==> src/rtl/spi3w_pkg.sv <==
// Shared definitions for the three-wire serial register target.
// Assumes nothing beyond a standard SystemVerilog compile order.
package spi3w_pkg;
    localparam int ADDR_W_DEF = 15;
    localparam int DATA_W_DEF = 8;

    // Position of the bit counter within a frame.
    typedef enum logic [1:0] {
        PH_HDR  = 2'd0,
        PH_DATA = 2'd1,
        PH_DONE = 2'd2
    } phase_t;
endpackage

==> src/rtl/spi3w_sync.sv <==
// Multi-stage synchronizer for a bundle of asynchronous pins.
// Assumes each pin is independent and slow enough to tolerate STAGES cycles of delay.
module spi3w_sync #(
    parameter int               WIDTH     = 1,
    parameter int               STAGES    = 2,
    parameter logic [WIDTH-1:0] RESET_VAL = '0
) (
    input  logic             clk,
    input  logic             rst_n,
    input  logic [WIDTH-1:0] din,
    output logic [WIDTH-1:0] dout
);
    logic [STAGES-1:0][WIDTH-1:0] stage_q;

    generate
        if (STAGES == 1) begin : g_single
            // Single flop when one stage is requested.
            always_ff @(posedge clk) begin
                if (!rst_n) stage_q <= RESET_VAL;
                else        stage_q <= din;
            end
        end else begin : g_chain
            // Shift the pin values along the chain.
            always_ff @(posedge clk) begin
                if (!rst_n) stage_q <= {STAGES{RESET_VAL}};
                else        stage_q <= {stage_q[STAGES-2:0], din};
            end
        end
    endgenerate

    assign dout = stage_q[STAGES-1];
endmodule

==> src/rtl/spi3w_frame.sv <==
// Frame receiver: detects serial-clock edges, counts bits, shifts in the header
// and data, and produces single-cycle header and write strobes.
// Assumes synchronized inputs and clock levels held at least two cycles.
module spi3w_frame
    import spi3w_pkg::*;
#(
    parameter int ADDR_W    = ADDR_W_DEF,
    parameter int DATA_W    = DATA_W_DEF,
    parameter int HDR_LEN   = 1 + ADDR_W,
    parameter int FRAME_LEN = HDR_LEN + DATA_W,
    parameter int CNT_W     = $clog2(FRAME_LEN + 1)
) (
    input  logic              clk,
    input  logic              rst_n,
    input  logic              sel_n_s,
    input  logic              sck_s,
    input  logic              din_s,
    output logic              cs_active,
    output logic              sck_fall,
    output phase_t            phase,
    output logic [CNT_W-1:0]  bit_cnt,
    output logic              hdr_stb,
    output logic              cur_rd,
    output logic [ADDR_W-1:0] cur_addr,
    output logic              hdr_rd_q,
    output logic [ADDR_W-1:0] hdr_addr_q,
    output logic              wr_stb,
    output logic [DATA_W-1:0] wr_data
);
    localparam int SH_W = ADDR_W;

    logic            sck_q;
    logic            sck_rise;
    logic            take_bit;
    logic [SH_W-1:0] shift_q;

    assign cs_active = !sel_n_s;
    assign sck_rise  = cs_active && sck_s && !sck_q;
    assign sck_fall  = cs_active && !sck_s && sck_q;
    assign take_bit  = sck_rise && (bit_cnt != CNT_W'(FRAME_LEN));

    // Remember the previous synchronized clock level for edge detection.
    always_ff @(posedge clk) begin
        if (!rst_n) sck_q <= 1'b0;
        else        sck_q <= sck_s;
    end

    // Count bits taken in the current frame, saturating at the frame length.
    always_ff @(posedge clk) begin
        if (!rst_n)         bit_cnt <= '0;
        else if (!cs_active) bit_cnt <= '0;
        else if (take_bit)   bit_cnt <= bit_cnt + 1'b1;
    end

    // Shift each received bit in, most significant first.
    always_ff @(posedge clk) begin
        if (!rst_n)        shift_q <= '0;
        else if (take_bit) shift_q <= {shift_q[SH_W-2:0], din_s};
    end

    assign cur_rd   = shift_q[SH_W-1];
    assign cur_addr = {shift_q[ADDR_W-2:0], din_s};
    assign hdr_stb  = sck_rise && (bit_cnt == CNT_W'(HDR_LEN - 1));
    assign wr_stb   = sck_rise && (bit_cnt == CNT_W'(FRAME_LEN - 1)) && !hdr_rd_q;
    assign wr_data  = {shift_q[DATA_W-2:0], din_s};

    // Hold the decoded direction and address for the rest of the frame.
    always_ff @(posedge clk) begin
        if (!rst_n || !cs_active) begin
            hdr_rd_q   <= 1'b0;
            hdr_addr_q <= '0;
        end else if (hdr_stb) begin
            hdr_rd_q   <= cur_rd;
            hdr_addr_q <= cur_addr;
        end
    end

    // Classify the counter into frame phases.
    always_comb begin
        if (bit_cnt < CNT_W'(HDR_LEN))        phase = PH_HDR;
        else if (bit_cnt < CNT_W'(FRAME_LEN)) phase = PH_DATA;
        else                                  phase = PH_DONE;
    end
endmodule

==> src/rtl/spi3w_ctrlreg.sv <==
// Control register with single-address decode for writes and readback.
// Assumes wr_stb is a one-cycle pulse issued only for complete write frames.
module spi3w_ctrlreg #(
    parameter int                ADDR_W   = 15,
    parameter int                DATA_W   = 8,
    parameter logic [ADDR_W-1:0] REG_ADDR = 'h100
) (
    input  logic              clk,
    input  logic              rst_n,
    input  logic              wr_stb,
    input  logic [ADDR_W-1:0] wr_addr,
    input  logic [DATA_W-1:0] wr_data,
    input  logic [ADDR_W-1:0] rd_addr,
    output logic [DATA_W-1:0] rd_data,
    output logic [DATA_W-1:0] reg_q
);
    logic wr_hit;

    assign wr_hit = wr_stb && (wr_addr == REG_ADDR);

    // Load the register only for a write that hits the implemented address.
    always_ff @(posedge clk) begin
        if (!rst_n)      reg_q <= '0;
        else if (wr_hit) reg_q <= wr_data;
    end

    // Unimplemented addresses read as zero.
    assign rd_data = (rd_addr == REG_ADDR) ? reg_q : '0;
endmodule

==> src/rtl/spi3w_tx.sv <==
// Read-data shifter and line turnaround: loads the byte at header end and
// drives one bit per falling edge during the data phase of a read frame.
// Assumes load and sck_fall never occur in the same cycle.
module spi3w_tx
    import spi3w_pkg::*;
#(
    parameter int DATA_W = DATA_W_DEF
) (
    input  logic              clk,
    input  logic              rst_n,
    input  logic              cs_active,
    input  logic              sck_fall,
    input  phase_t            phase,
    input  logic              read_mode,
    input  logic              load,
    input  logic [DATA_W-1:0] load_data,
    output logic              dout,
    output logic              dout_oe
);
    logic [DATA_W-1:0] shift_q;

    // Capture the read byte when the header of a read frame completes.
    always_ff @(posedge clk) begin
        if (!rst_n)                shift_q <= '0;
        else if (load)             shift_q <= load_data;
        else if (sck_fall && read_mode && phase == PH_DATA)
                                   shift_q <= {shift_q[DATA_W-2:0], 1'b0};
    end

    // Drive the line in the data phase of a read; release it otherwise.
    always_ff @(posedge clk) begin
        if (!rst_n) begin
            dout    <= 1'b0;
            dout_oe <= 1'b0;
        end else if (!cs_active) begin
            dout_oe <= 1'b0;
        end else if (sck_fall) begin
            if (read_mode && phase == PH_DATA) begin
                dout    <= shift_q[DATA_W-1];
                dout_oe <= 1'b1;
            end else begin
                dout_oe <= 1'b0;
            end
        end
    end
endmodule

==> src/rtl/spi3w_slave.sv <==
// Top of the three-wire serial register target. Synchronizes the pins, decodes
// 24-bit frames, holds the control register and turns the data line around.
// Assumes an external pad combines ser_dat_o/ser_dat_oe/ser_dat_i into one wire.
module spi3w_slave
    import spi3w_pkg::*;
#(
    parameter int                ADDR_W      = ADDR_W_DEF,
    parameter int                DATA_W      = DATA_W_DEF,
    parameter logic [ADDR_W-1:0] REG_ADDR    = 'h100,
    parameter int                SYNC_STAGES = 2
) (
    input  logic              clk,
    input  logic              rst_n,
    input  logic              ser_clk,
    input  logic              ser_sel_n,
    input  logic              ser_dat_i,
    output logic              ser_dat_o,
    output logic              ser_dat_oe,
    output logic [DATA_W-1:0] ctrl_q
);
    localparam int HDR_LEN   = 1 + ADDR_W;
    localparam int FRAME_LEN = HDR_LEN + DATA_W;
    localparam int CNT_W     = $clog2(FRAME_LEN + 1);

    logic              sel_n_s, sck_s, din_s;
    logic              cs_active, sck_fall, hdr_stb, cur_rd, hdr_rd_q, wr_stb;
    logic [ADDR_W-1:0] cur_addr, hdr_addr_q;
    logic [DATA_W-1:0] wr_data, rd_data;
    logic [CNT_W-1:0]  bit_cnt;
    phase_t            phase;

    spi3w_sync #(.WIDTH(3), .STAGES(SYNC_STAGES), .RESET_VAL(3'b100)) u_sync (
        .clk   (clk),
        .rst_n (rst_n),
        .din   ({ser_sel_n, ser_clk, ser_dat_i}),
        .dout  ({sel_n_s, sck_s, din_s})
    );

    spi3w_frame #(.ADDR_W(ADDR_W), .DATA_W(DATA_W)) u_frame (
        .clk        (clk),
        .rst_n      (rst_n),
        .sel_n_s    (sel_n_s),
        .sck_s      (sck_s),
        .din_s      (din_s),
        .cs_active  (cs_active),
        .sck_fall   (sck_fall),
        .phase      (phase),
        .bit_cnt    (bit_cnt),
        .hdr_stb    (hdr_stb),
        .cur_rd     (cur_rd),
        .cur_addr   (cur_addr),
        .hdr_rd_q   (hdr_rd_q),
        .hdr_addr_q (hdr_addr_q),
        .wr_stb     (wr_stb),
        .wr_data    (wr_data)
    );

    spi3w_ctrlreg #(.ADDR_W(ADDR_W), .DATA_W(DATA_W), .REG_ADDR(REG_ADDR)) u_reg (
        .clk     (clk),
        .rst_n   (rst_n),
        .wr_stb  (wr_stb),
        .wr_addr (hdr_addr_q),
        .wr_data (wr_data),
        .rd_addr (cur_addr),
        .rd_data (rd_data),
        .reg_q   (ctrl_q)
    );

    spi3w_tx #(.DATA_W(DATA_W)) u_tx (
        .clk       (clk),
        .rst_n     (rst_n),
        .cs_active (cs_active),
        .sck_fall  (sck_fall),
        .phase     (phase),
        .read_mode (hdr_rd_q),
        .load      (hdr_stb && cur_rd),
        .load_data (rd_data),
        .dout      (ser_dat_o),
        .dout_oe   (ser_dat_oe)
    );
endmodule

==> config.mk <==
export PLATFORM = sky130hd
export DESIGN_NAME = spi3w_slave
export DESIGN_NICKNAME = d
export VERILOG_FILES = /design/src/rtl/spi3w_pkg.sv /design/src/rtl/spi3w_sync.sv /design/src/rtl/spi3w_frame.sv /design/src/rtl/spi3w_ctrlreg.sv /design/src/rtl/spi3w_tx.sv /design/src/rtl/spi3w_slave.sv
export SDC_FILE = /design/constraint.sdc
export NUM_CORES = 1
export LEC_CHECK = 0
export BUFFER_PORTS_ARGS = -buffer_cell sky130_fd_sc_hd__buf_2
export CAP_MARGIN = 5
export CORE_MARGIN = 3
export CORE_UTILIZATION = 40
export CTS_CLUSTER_DIAMETER = 120
export DETAILED_ROUTE_END_ITERATION = 6
export HOLD_SLACK_MARGIN = 0.03
export PLACE_DENSITY = 0.65
export SLEW_MARGIN = 20
export SYNTH_ARGS = -nofsm -noshare
export SYNTH_HDL_FRONTEND = slang
export SYNTH_SLANG_ARGS = --single-unit
==> constraint.sdc <==
create_clock -name clk -period 3.1 [get_ports clk]
set_input_delay 0.62 -clock clk [delete_from_list [all_inputs] [get_ports clk]]
set_output_delay 0.62 -clock clk [all_outputs]
set_load 0.05 [all_outputs]
==> flow_summary.toml <==
[drt]
via_per_inst = 5.14
drc = 0
totalWireLength_mm = 5.26
drt-initial-drc-count = 147
dr.pass1.iters = 4
post_drt_wl_per_cell_um = 14.2
vias = 1907
antenna_left = 0

[global_route]
antenna_found_initial = 0
grt_max_degree = 48
grt_pass1_wl_mm = 8.93
grt_pass1_vias = 1870
overflow = 0
grtUsageTotal_pct = 15.9

[logic_synthesis]
yosysWarnings = 0
syn_area_um2 = 2470
yosysUniqueCellTypes = 36
synth_area_leaders = "dfxtp_1 (49%), nand2_1 (10%), a21boi_0 (4.6%)"
synth_cells = 279
syn_nets = 287
syn_area_per_cell_um2 = 8.86
yosys.area.top_type = "dfxtp_1"
synth.yosys.seq_area_share_pct = 49.4
ys_seq_elements = 61
yosysTopAreaCellShare_pct = 49.4

[timing]
hold_viol = 0
whs_ns = 0.431
fin_skew_ns = 0.0120
fin_tns_setup_ns = 0
worstMarginPinSlew_ns = 0.800
setup_viol = 0
maxSlewViolCount = 0
rsz0062_at_grt = "false"
max_freq_mhz = 461
period_minus_slack_ns = 2.17
finalCritPeriodShare_pct = 70.0
relSlewSlack_pct = 46.6

[layout]
final_common_cell = "nand2_1"
finalNonFillerCells = 371
final_cell_mix = "nand2_1 (66), dfxtp_1 (61), a21oi_1 (18), nand3_1 (18), a21boi_0 (15)"
drive_above_1_share_pct = 13.2
utilization_pct = 47.2
finalNetCount = 299
area_delta_synth_final_pct = 13.9
diodes = 0

[floorplan]
core-area_um2 = 5960
fp.dieW_um = 84.6
ios = 15
start_util_pct = 41.5
die-area_um2 = 7160
die_y_um = 84.6
rows = 28

[job]
cap_violations = 0

[clock_network]
cts_resized = 0
holdBufCountCts = 0
cts.clk_slew.worst_paths_ns = 0.07
post_cts_buffers = 0
cts_made_buffers = 9
clk_root_buffer_cell = "clkbuf_8"
numClockSinks = 61
clk_path_buf_depth = 2
cts_tree = "done"
insertion_delay_ns = 0.33
htreeDepth = 3

[setup_path]
arrival_ns = 2.44
ff2ff_setup_slack_ns = 0.93
worstPathRequired_ns = 3.36
critPathMaxStageDelay_ns = 0.44
r2r_cells = 7
path_buf_inv = 0
crit_path_cell_trace = "ha_1, and3_1, ha_1, nor4bb_2, nand2_4, or3_1, a21boi_1"
cp_top_family = "simple AND/OR/NAND/NOR gates"
timing.rr.start = "u_frame.bit_cnt[1]"
cp_common_cell = "ha_1"
critPathLaunch = "u_frame.bit_cnt[1]"
crit_cells = 7
crit_end = "u_tx.shift_q[0]"
start_kind = "flip-flop"
cp_max_fo = 18
worstSetupEndpointType = "flip-flop"
worstSetupPathType = "flip-flop to flip-flop"
r2r_end = "u_tx.shift_q[0]"
slowest_stage = "nor4bb_2"

[pwr]
power_density_nw_per_um2 = 572
power_leakage_nw = 0.928
ir_worst_vdd_uv = 206
total_power_mw = 1.61

[min_path]
whs_path_depth = 1
min_path_type = "flip-flop to flip-flop"

[placed_design]
port_buffers = 14
gp_congestion = 0.779
hpwl_mm = 3.53
dpl.cell_count = 355

[run_status]
status = "completed"
flip-flops by register name, indices dropped and copies added (netlist names):
register / cells
u_frame.hdr_rd_q: 1
u_tx.shift_q: 8
u_tx.dout: 1
u_frame.hdr_addr_q: 15
u_frame.shift_q: 15
u_sync.stage_q: 3
u_reg.reg_q: 8
u_sync.dout: 3
u_frame.sck_q: 1
u_frame.bit_cnt: 5
u_tx.dout_oe: 1
metal layers:
layer	up-vias	routed length [um]	global-route usage (%)
li1	983	-	-
met1	882	2520	21.0
met2	35	2460	24.0
met3	7	179	3.04
met4	0	94	9.35
met5	-	0	0
logic make-up after synthesis:
kind of cell               count (synthesis)  synth area share [%]
AOI/OAI and AO/OA                         50                  14.6
xor gates and xnor gates                   3                  1.06
adders and majority gates                  3                  1.52
buffers and inverters                     27                  4.76
DFF                                       61                  49.4
muxes                                      9                  3.65
and+or+nand+nor                          126                  25.0
cell type report:
class | count | area [um^2]
clock buffers | 13 | 159
fillers | 599 | 3140
inverters | 11 | 41.3
clock inverters | 3 | 67.6
multi-input cells | 191 | 1140
repair buffers | 17 | 92.6
well taps | 75 | 93.8
flip-flops and latches | 61 | 1220
power breakdown:
| part | internal (mW) | total, mW | leakage [nW] | switching [mW] |
|---|---|---|---|---|
| combinational | 0.00882 | 0.0221 | 0.325 | 0.0133 |
| sequential | 0.788 | 0.790 | 0.493 | 0.00278 |
| clock | 0.498 | 0.796 | 0.110 | 0.298 |
| total | 1.29 | 1.61 | 0.928 | 0.314 |
cells in the mapped netlist (all sizes together):
cell type	count
nand2	67
dfxtp	61
a21oi	18
nand3	18
a21boi	16
inv	11
clkbuf	10
mux2i	9
nor3	8
o21a	7
o221a	7
buf	6
nor2	6
and2	5
nand4	5
nor4	5
ha	3
nand2b	3
nor2b	2
nor4b	2
xor2	2
a21bo	1
a311oi	1
and3	1
nand4b	1
nor3b	1
nor4bb	1
or3	1
xnor2	1
per-stage QoR:
step	worst slack [ns]	cell area, um^2
2_1_floorplan	1.22	2470
3_3_place_gp	1.04	2590
3_5_place_dp	0.926	2590
4_1_cts	0.930	2810
5_1_grt	0.765	2810
6_report	0.929	2810
worst min path at each step:
| stage | endpoint | startpoint | slack, ns |
|---|---|---|---|
| floorplan | u_sync.dout[2] | u_sync.stage_q[2] | 0.39 |
| global placement | u_sync.dout[0] | u_sync.stage_q[0] | 0.41 |
| detailed placement | u_sync.dout[2] | u_sync.stage_q[2] | 0.42 |
| CTS | u_sync.dout[2] | u_sync.stage_q[2] | 0.44 |
| global route | u_sync.dout[2] | u_sync.stage_q[2] | 0.46 |
| finish | u_sync.dout[2] | u_sync.stage_q[2] | 0.43 |
Note: power is estimated with default switching activity, not from simulation.
